## src/rtl/rtc_alarm_pkg.sv

```systemverilog
package rtc_alarm_pkg;
  localparam int unsigned FIELD_W  = 8;
  localparam int unsigned N_FIELDS = 6;
  localparam int unsigned N_TAPS   = 15;

  typedef enum logic [2:0] {
    FLD_SEC   = 3'd0,
    FLD_MIN   = 3'd1,
    FLD_HOUR  = 3'd2,
    FLD_DATE  = 3'd3,
    FLD_MONTH = 3'd4,
    FLD_WDAY  = 3'd5
  } field_idx_e;
endpackage

```

## src/rtl/rtc_alarm_cmp.sv

```systemverilog
module rtc_alarm_cmp #(
  parameter int unsigned NF = 6,
  parameter int unsigned FW = 8
) (
  input  logic [NF*FW-1:0] now_time,
  input  logic [NF*FW-1:0] alm_time,
  input  logic [NF-1:0]    alm_en,
  output logic             hit
);
  logic [NF-1:0] fld_ok;

  // A disabled field always counts as satisfied.
  for (genvar g = 0; g < NF; g++) begin : g_fld
    assign fld_ok[g] = !alm_en[g] || (now_time[g*FW +: FW] == alm_time[g*FW +: FW]);
  end

  assign hit = (|alm_en) && (&fld_ok);
endmodule

```

## src/rtl/rtc_irq_gen.sv

```systemverilog
module rtc_irq_gen #(
  parameter int unsigned PULSE_LEN = 8
) (
  input  logic clk,
  input  logic rst_n,
  input  logic hit,
  input  logic pulse_mode,
  input  logic flag_clr,
  output logic flag_q,
  output logic irq_nxt
);
  localparam int unsigned CW = $clog2(PULSE_LEN + 1);

  logic          hit_q;
  logic          evt;
  logic          flag_d;
  logic [CW-1:0] cnt_q, cnt_d;
  logic          cnt_en;

  assign evt = hit && !hit_q;

  always_comb begin
    flag_d = flag_q;
    if (evt && !pulse_mode)  flag_d = 1'b1;
    else if (flag_clr)       flag_d = 1'b0;

    cnt_d = cnt_q;
    if (evt && pulse_mode)   cnt_d = CW'(PULSE_LEN);
    else if (cnt_q != '0)    cnt_d = cnt_q - 1'b1;
  end

  assign cnt_en  = (evt && pulse_mode) || (cnt_q != '0);
  assign irq_nxt = pulse_mode ? (cnt_d != '0) : flag_d;

  always_ff @(posedge clk or negedge rst_n) begin
    if (!rst_n) begin
      hit_q  <= 1'b0;
      flag_q <= 1'b0;
      cnt_q  <= '0;
    end else begin
      hit_q  <= hit;
      flag_q <= flag_d;
      if (cnt_en) cnt_q <= cnt_d;
    end
  end
endmodule

```

## src/rtl/rtc_freq_sel.sv

```systemverilog
module rtc_freq_sel #(
  parameter int unsigned NT = 15
) (
  input  logic [NT-1:0]         taps,
  input  logic [$clog2(NT+1)-1:0] code,
  input  logic                  allow,
  output logic                  pull
);
  localparam int unsigned EW = NT + 1;
  logic [EW-1:0] ext;

  // Slot 0 is a constant high level so code 0 never pulls the pin.
  assign ext  = {taps, 1'b1};
  assign pull = allow && !ext[code];
endmodule

```

## src/rtl/rtc_alarm_irq.sv

```systemverilog
module rtc_alarm_irq #(
  parameter int unsigned PULSE_LEN = 8
) (
  input  logic        clk,
  input  logic        rst_n,
  input  logic [47:0] now_time,
  input  logic [47:0] alm_time,
  input  logic [5:0]  alm_en,
  input  logic [14:0] taps,
  input  logic        use_freq,
  input  logic        pulse_mode,
  input  logic [3:0]  freq_code,
  input  logic        on_backup,
  input  logic        freq_in_backup,
  input  logic        flag_clr,
  output logic        pin_pull_low,
  output logic        alarm_flag
);
  import rtc_alarm_pkg::*;

  logic [1:0] rst_sync;
  logic       rst_int_n;
  logic       hit;
  logic       irq_nxt;
  logic       wave_pull;
  logic       pin_d, pin_q;

  // Reset asserts at once and is released on a clock edge.
  always_ff @(posedge clk or negedge rst_n) begin
    if (!rst_n) rst_sync <= 2'b00;
    else        rst_sync <= {rst_sync[0], 1'b1};
  end
  assign rst_int_n = rst_sync[1];

  rtc_alarm_cmp #(.NF(N_FIELDS), .FW(FIELD_W)) u_cmp (
    .now_time (now_time),
    .alm_time (alm_time),
    .alm_en   (alm_en),
    .hit      (hit)
  );

  rtc_irq_gen #(.PULSE_LEN(PULSE_LEN)) u_irq (
    .clk        (clk),
    .rst_n      (rst_int_n),
    .hit        (hit),
    .pulse_mode (pulse_mode),
    .flag_clr   (flag_clr),
    .flag_q     (alarm_flag),
    .irq_nxt    (irq_nxt)
  );

  rtc_freq_sel #(.NT(N_TAPS)) u_freq (
    .taps  (taps),
    .code  (freq_code),
    .allow (!(on_backup && !freq_in_backup)),
    .pull  (wave_pull)
  );

  assign pin_d = use_freq ? wave_pull : irq_nxt;

  always_ff @(posedge clk or negedge rst_int_n) begin
    if (!rst_int_n) pin_q <= 1'b0;
    else            pin_q <= pin_d;
  end

  assign pin_pull_low = pin_q;
endmodule

```

## config.mk

```make
export PLATFORM = sky130hd
export DESIGN_NAME = rtc_alarm_irq
export DESIGN_NICKNAME = d
export VERILOG_FILES = /design/src/rtl/rtc_alarm_pkg.sv /design/src/rtl/rtc_alarm_cmp.sv /design/src/rtl/rtc_irq_gen.sv /design/src/rtl/rtc_freq_sel.sv /design/src/rtl/rtc_alarm_irq.sv
export SDC_FILE = /design/constraint.sdc
export NUM_CORES = 1
export LEC_CHECK = 0
export BUFFER_PORTS_ARGS = -buffer_cell sky130_fd_sc_hd__buf_2
export CAP_MARGIN = 20
export CORE_ASPECT_RATIO = 1.1
export CORE_MARGIN = 2
export CORE_UTILIZATION = 34
export CTS_BUF_LIST = sky130_fd_sc_hd__clkbuf_8
export DETAILED_ROUTE_END_ITERATION = 7
export HOLD_SLACK_MARGIN = 0.03
export PLACE_DENSITY = 0.9
export SLEW_MARGIN = 20
export SYNTH_ARGS = -nofsm -noshare
export SYNTH_HDL_FRONTEND = slang
export SYNTH_SLANG_ARGS = --single-unit
export TNS_END_PERCENT = 30
```

## constraint.sdc

```tcl
create_clock -name clk -period 0.8 [get_ports clk]
set_input_delay 0.04 -clock clk [delete_from_list [all_inputs] [get_ports clk]]
set_output_delay 0.04 -clock clk [all_outputs]
set_load 0.01 [all_outputs]
```

==> results of run 1 <==
## timing repair
item / 4_1_cts / 5_1_grt
resized for setup: 12 / 3
endpoints found under the hold margin: 3 / 1
setup endpoints to repair: 8 / 8
pin swaps: 10 / 1
buffers inserted: 2 / 2
## registers in the layout, indices dropped and copies added (netlist names)
register	cells
u_irq.cnt_q	4
rst_sync	2
pin_pull_low	1
u_irq.flag_q	1
u_irq.hit_q	1
## path summary, 6_finish.rpt
check / from / to / slack, ns / depth (start not counted)
setup / recovery: u_irq.cnt_q[0] / pin_pull_low / -0.66 / 8
hold / removal: use_freq / pin_pull_low / 0.01 / 2
setup reg to reg: u_irq.cnt_q[0] / pin_pull_low / -0.66 / 8
hold reg to reg: rst_sync[1] / pin_pull_low / 0.11 / 0
max in group asynchronous: rst_sync[1] / u_irq.cnt_q[0] / 0.47 / 0
min in group asynchronous: rst_sync[1] / pin_pull_low / 0.11 / 0
## Yosys cell counts
cell and instances:
o21ai_0 6, mux2i_1 1, mux4_2 2, xnor2_1 41, nor3b_1 1, nand4_1 10, ha_1 1, o32a_1 1
nor2_1 8, a211o_1 1, a32oi_1 1, nand2_1 3, nor3_1 2, nor2b_1 3, xor2_1 8, dfrtp_1 9
inv_1 4, nand2b_1 1, or3_1 1, o21ai_2 1, a22oi_1 1, mux4_1 2, a31oi_1 1, o2bb2ai_1 1
nor4_1 3, nand3b_1 1, or4_4 1, nor4b_1 1, conb_1 1, a21oi_1 4
## area by class of cell
class / instances / share of cell area
clock buffers: 3 / 0.0202
clock inverters: 1 / 0.00184
well taps: 34 / 0.0208
multi-input cells: 108 / 0.445
flip-flops and latches: 9 / 0.110
inverters: 4 / 0.00734
repair buffers: 148 / 0.395
## metal layers
layer	share of wire	track usage	vias to the layer above	wire [um]
li1	-	-	737	-
met1	0.33	0.174	645	1200
met2	0.57	0.395	78	2050
met3	0.077	0.0185	8	278
met4	0.021	0.0872	0	76
met5	0	0	-	0
## through the flow
stage / power [W] / utilization
3_3_place_gp: 0.00223 / 0.623
3_5_place_dp: 0.00227 / 0.623
6_report: 0.00299 / 0.665
4_1_cts: 0.00291 / 0.659
5_1_grt: 0.00320 / 0.665
2_1_floorplan: 0.00152 / -
## power by group
group	switching [W]	total, W	internal [W]
Sequential	0.0000959	0.000671	0.000575
Combinational	0.000696	0.00182	0.00113
Clock	0.000159	0.000491	0.000332
## cell families (layout without fill, tap and decap cells)
logic type	count (synthesis)	count (layout)	share of synthesized area
XOR/XNOR	49	49	0.390
AND/OR/NAND/NOR	35	35	0.181
AO/OA/AOI/OAI	17	17	0.0989
flip-flops	9	9	0.205
multiplexers	5	5	0.0977
buffers and inverters	4	156	0.0136
adder cells (fa/ha/maj)	1	1	0.0114
other	1	1	0.00341
==> metrics.cfg, run 1 <==
[outcome]
status = finished, violations left
violations = negative setup slack

[power_and_ir_drop]
leakagePower_nw = 1.02
ir_drop_v = 0.00145
powerDensity_nw_per_um2 = 1460

[global_routing]
antenna_found_initial = 0
grt_max_degree = 8
grt_pass1_wl_um = 5520
grt_usage = 0.191
grt_overflow_total = 0
grt_pass1_vias = 1494

[floorplanning]
die_w_um = 58.3
dieHeight_um = 63.7
std_cell_rows = 21
core_area_sq_um = 3070
die-area_sq_um = 3710
num_io_pins = 130
initial_utilization = 0.358

[synth]
syn_nets = 250
synthCells = 121
yosysTopAreaCellShare = 0.326
synth-seq-cells = 9
synth_area_sq_um = 1100
yosysWarnings = 0
ys_types = 30
yosysSeqAreaShare = 0.205
syn_area_per_cell_sq_um = 9.10
synthTopCellsByArea = xnor2_1 33%, dfrtp_1 20%, xor2_1 6.4%
synth_largest_area_cell = xnor2_1

[setup_path]
cp_data_arrival_time_ns = 1.62
cp_slowest_stage_delay_ns = 0.38
required_ns = 0.96
startpoint_type = flop
critical_path_class = flop to flop
critPathSlowestCell = dfrtp_1
crit_family = compound AO/OA/AOI/OAI gates
crit_buf_inv = 1
crit_path_cell_trace = inv_2 -> ha_4 -> nor2b_4 -> nor2_1 -> a32oi_1 -> nor3b_1 -> o32a_1 -> o21ai_2
crit_fanout = 3
cp-end-kind = flop

[placed_design]
dp_hpwl_um = 3260
pre_cts_slack_ns = -0.846
port_buffers = 129
placed_cells = 298
placed_cell_area_sq_um = 1910
gp_congestion = 0.746

[finish]
post_route_cells_drive_above_1_share = 0.597
antenna_cells = 0
finalInstanceArea_sq_um = 2040
area_growth_pct = 85.7
final_cells = 307
final.fill_count = 254
seq_area_sq_um = 225
layout_commonest_cell = buf_2
multi_input_area_sq_um = 910
final_cell_mix = 127 x buf_2, 41 x xnor2_1, 17 x buf_4
final_nets = 403

[clock_network]
postCtsHoldBufs = 1
tritoncts = built
root_buffer = clkbuf_8
numCtsBuffers = 3
htree_levels = 1
clock_latency_ns = 0.22
clockBufferDepth = 2
numClockSinks = 9
clkSlewWorstSetupHoldPaths_ns = 0.04

[timing]
hold_viol = 0
skew_ns = 0.00188
setup_tns_ns = -3.71
rsz0062_at_grt = yes
hold_ws_ns = 0.0131
finalWorstPathRequiredPeriod_ns = 1.46
finalSetupViolCount = 8
period_share = 1.83
max_freq_ghz = 0.685
report.final.slew_viol_count = 0
postLayoutSetupSlackWorst_ns = -0.660

[route]
drcViolationCount = 0
vias_per_cell = 4.78
firstDrtPassIters = 4
wire_per_inst_um = 11.8
vias = 1468
antenna_left = 0
drt_iter0_markers = 14
wirelength_um = 3610

[flow_run]
cap_violations = 0

[min_path]
hold_path_class = input port to flop

(Power assumes the default switching activity.)
==> run 2: changes to the inputs <==
Settings changed: ABC_AREA from default to 1, CORE_UTILIZATION 34 to 38, PLACE_DENSITY 0.9 to 0.91.
==> run 2 against run 1 <==
Net effect:
- the run still ends with negative setup slack left
- sequential power shrank 2%
- clock skew shrank 0.00091 ns
- clock-buffer cell count stayed put
- global-route usage rose by 0.68 points
- non-clock buffer count unchanged
- flip-flop and latch count did not move
==> metrics.cfg, run 2 <==
[timing]
finalWorstPathRequiredPeriod_ns = 1.47
finalSetupViolCount = 6
skew_ns = 0.000970
report.final.slew_viol_count = 0
postLayoutSetupSlackWorst_ns = -0.674
hold_viol = 0
rsz0062_at_grt = yes
period_share = 1.84
max_freq_ghz = 0.679
hold_ws_ns = 0.0746

[floorplanning]
core_area_sq_um = 3410
std_cell_rows = 22
die-area_sq_um = 4120
num_io_pins = 130
dieHeight_um = 67.2
die_w_um = 61.4
initial_utilization = 0.404

[setup_path]
cp-end-kind = flop
regToRegEndpoint = pin_pull_low
crit_family = simple AND/OR/NAND/NOR gates
required_ns = 0.91
cp_slowest_stage_delay_ns = 0.39
crit_path_cell_trace = inv_2 -> ha_4 -> inv_2 -> nor2_4 -> nand2_2 -> xor2_2 -> nand3_1 -> nor2_1 -> nand3_2 -> nand2_1 -> nand2_1
critPathSlowestCell = dfrtp_1
startpoint_type = flop
rr_startpoint = u_irq.cnt_q[1]
cp_data_arrival_time_ns = 1.58
r2r_slack_ns = -0.67
crit_buf_inv = 2
crit_fanout = 2
critical_path_class = flop to flop
r2r_cells = 11

[route]
vias = 1915
drcViolationCount = 0
drt_iter0_markers = 38
antenna_left = 0
wirelength_um = 4240
wire_per_inst_um = 9.65
firstDrtPassIters = 4
vias_per_cell = 4.36

[clock_network]
clkSlewWorstSetupHoldPaths_ns = 0.04
clockBufferDepth = 2
numCtsBuffers = 3
clock_latency_ns = 0.23
tritoncts = built
numClockSinks = 9
root_buffer = clkbuf_8
htree_levels = 1

[synth]
ys.flop_type = dfrtp_1
syn_area_per_cell_sq_um = 5.74
yosysWarnings = 0
ys_types = 27
synth_largest_area_cell = nand2_1
synth_area_sq_um = 1380
yosysSeqAreaShare = 0.163
synth-seq-cells = 9
syn_nets = 369
yosysTopAreaCellShare = 0.234
yosysMostFrequentCell = nand2_1
synthArstFlopShare = 1.00
synth_edf_count = 0
synthCells = 240
synth_common_cells = 86 x nand2_1, 42 x inv_1, 32 x nor2_1
synthTopCellsByArea = nand2_1 23%, xnor2_1 18%, dfrtp_1 16%

[finish]
regMostFlops = u_irq.cnt_q
finalInstanceArea_sq_um = 2370
final_nets = 521
final_cell_mix = 129 x buf_2, 84 x nand2_1, 40 x inv_1
antenna_cells = 0
largest_reg_flops = 4
area_growth_pct = 71.8
reg_top3 = u_irq.cnt_q (4), rst_sync (2)
post_route_cells_drive_above_1_share = 0.458
layout_commonest_cell = buf_2
final.fill_count = 301

[min_path]
hold_depth = 2
hold_start = pulse_mode
hold_path_class = input port to flop
whs_endpoint = u_irq.flag_q

[flow_run]
cap_violations = 0

[outcome]
violations = negative setup slack
status = finished, violations left

[placed_design]
placed_cell_area_sq_um = 2190
port_buffers = 129
dp_hpwl_um = 3630
gp_congestion = 0.865

[global_routing]
antenna_found_initial = 0
grt_max_degree = 8
grt_pass1_vias = 1809
grt_pass1_wl_um = 6400
grt_usage = 0.198
grt_overflow_total = 0

[power_and_ir_drop]
leakagePower_nw = 1.42
ir_drop_v = 0.000711
powerDensity_nw_per_um2 = 1450

## run 2: cell count changes after synthesis, moves of 3 or more
cell     previous run  this run
nand2_1             3        86
nand3_2             0         3
o21ai_1             0         3
nor2_1              8        32
nor2b_1             3         0
nand4_1            10         0
xnor2_1            41        28
inv_1               4        42
inv_2               0         3
nand3_1             0         3
a21oi_1             4         1
## run 2: kinds of logic (layout without fill, tap and decap cells)
logic type,after synthesis,in the layout,share of synthesized area
simple gates,132,132,0.397
buf+inv,46,197,0.126
xor+xnor,35,35,0.223
compound gates,14,14,0.0645
flops,9,9,0.163
mux,2,2,0.0145
fa+ha+maj,1,1,0.00908
other cells,1,1,0.00272
## run 2: per-stage QoR
stage               worst slack [ns]  TNS [ns]  total power, W   util  instances
CTS                           -0.653     -2.31         0.00305  0.669        437
global route                  -0.766     -3.12         0.00376  0.693        439
floorplan                     -0.639     -1.77         0.00157      -        240
detailed placement            -0.721     -3.22         0.00229  0.642        429
finish                        -0.674     -2.50         0.00344  0.693        439
global placement              -0.683     -3.00         0.00222  0.642        429
## run 2: worst max-delay path by stage
stage | from | end | slack, ns | cells past startpoint
3_5_place_dp | u_irq.cnt_q[1] | pin_pull_low | -0.72 | 12
3_3_place_gp | u_irq.cnt_q[1] | pin_pull_low | -0.68 | 11
4_1_cts | u_irq.cnt_q[1] | pin_pull_low | -0.65 | 11
6_report | u_irq.cnt_q[1] | pin_pull_low | -0.67 | 11
2_1_floorplan | u_irq.cnt_q[0] | pin_pull_low | -0.64 | 11
5_1_grt | u_irq.cnt_q[1] | pin_pull_low | -0.77 | 11
## run 2: layout make-up
type	count	area, sq um	share of cell area
tap	48	60.1	0.0254
clock inverter	1	3.75	0.00159
clock buffer	3	41.3	0.0175
sequential	9	225	0.0952
inverter	45	169	0.0714
multi-input combinational	185	1070	0.453
timing repair buffer	148	795	0.336
## run 2: where the power goes
group | internal [W] | total, W | switching [W]
clock network | 0.000333 | 0.000501 | 0.000168
logic | 0.00120 | 0.00229 | 0.00109
registers | 0.000576 | 0.000655 | 0.0000789
total | 0.00211 | 0.00344 | 0.00134
## run 2: worst reg2reg max path, stage by stage, from the launching register on
cell and delay [ns]:
dfrtp_1 0.39, inv_2 0.08, ha_4 0.13, inv_2 0.04, nor2_4 0.09, nand2_2 0.09
xor2_2 0.17, nand3_1 0.09, nor2_1 0.12, nand3_2 0.06, nand2_1 0.06, nand2_1 0.04
## run 2: repair_timing
item                       in CTS  in global routing
gates resized for setup         6                 14
pin swaps                       5                  1
setup endpoints to repair       7                  8
cloned                          0                  0
hold endpoints to repair        2                  0
hold buffers                    1                  0
setup buffers                   3                  2
## run 2: per-layer routing
layer  global-route usage  wire length [um]  up-vias
met5                    0                 0        -
met1                0.190              1460      828
met2                0.423              2530       69
met3              0.00958               215        4
met4               0.0612                31        0
li1                     -                 -     1014
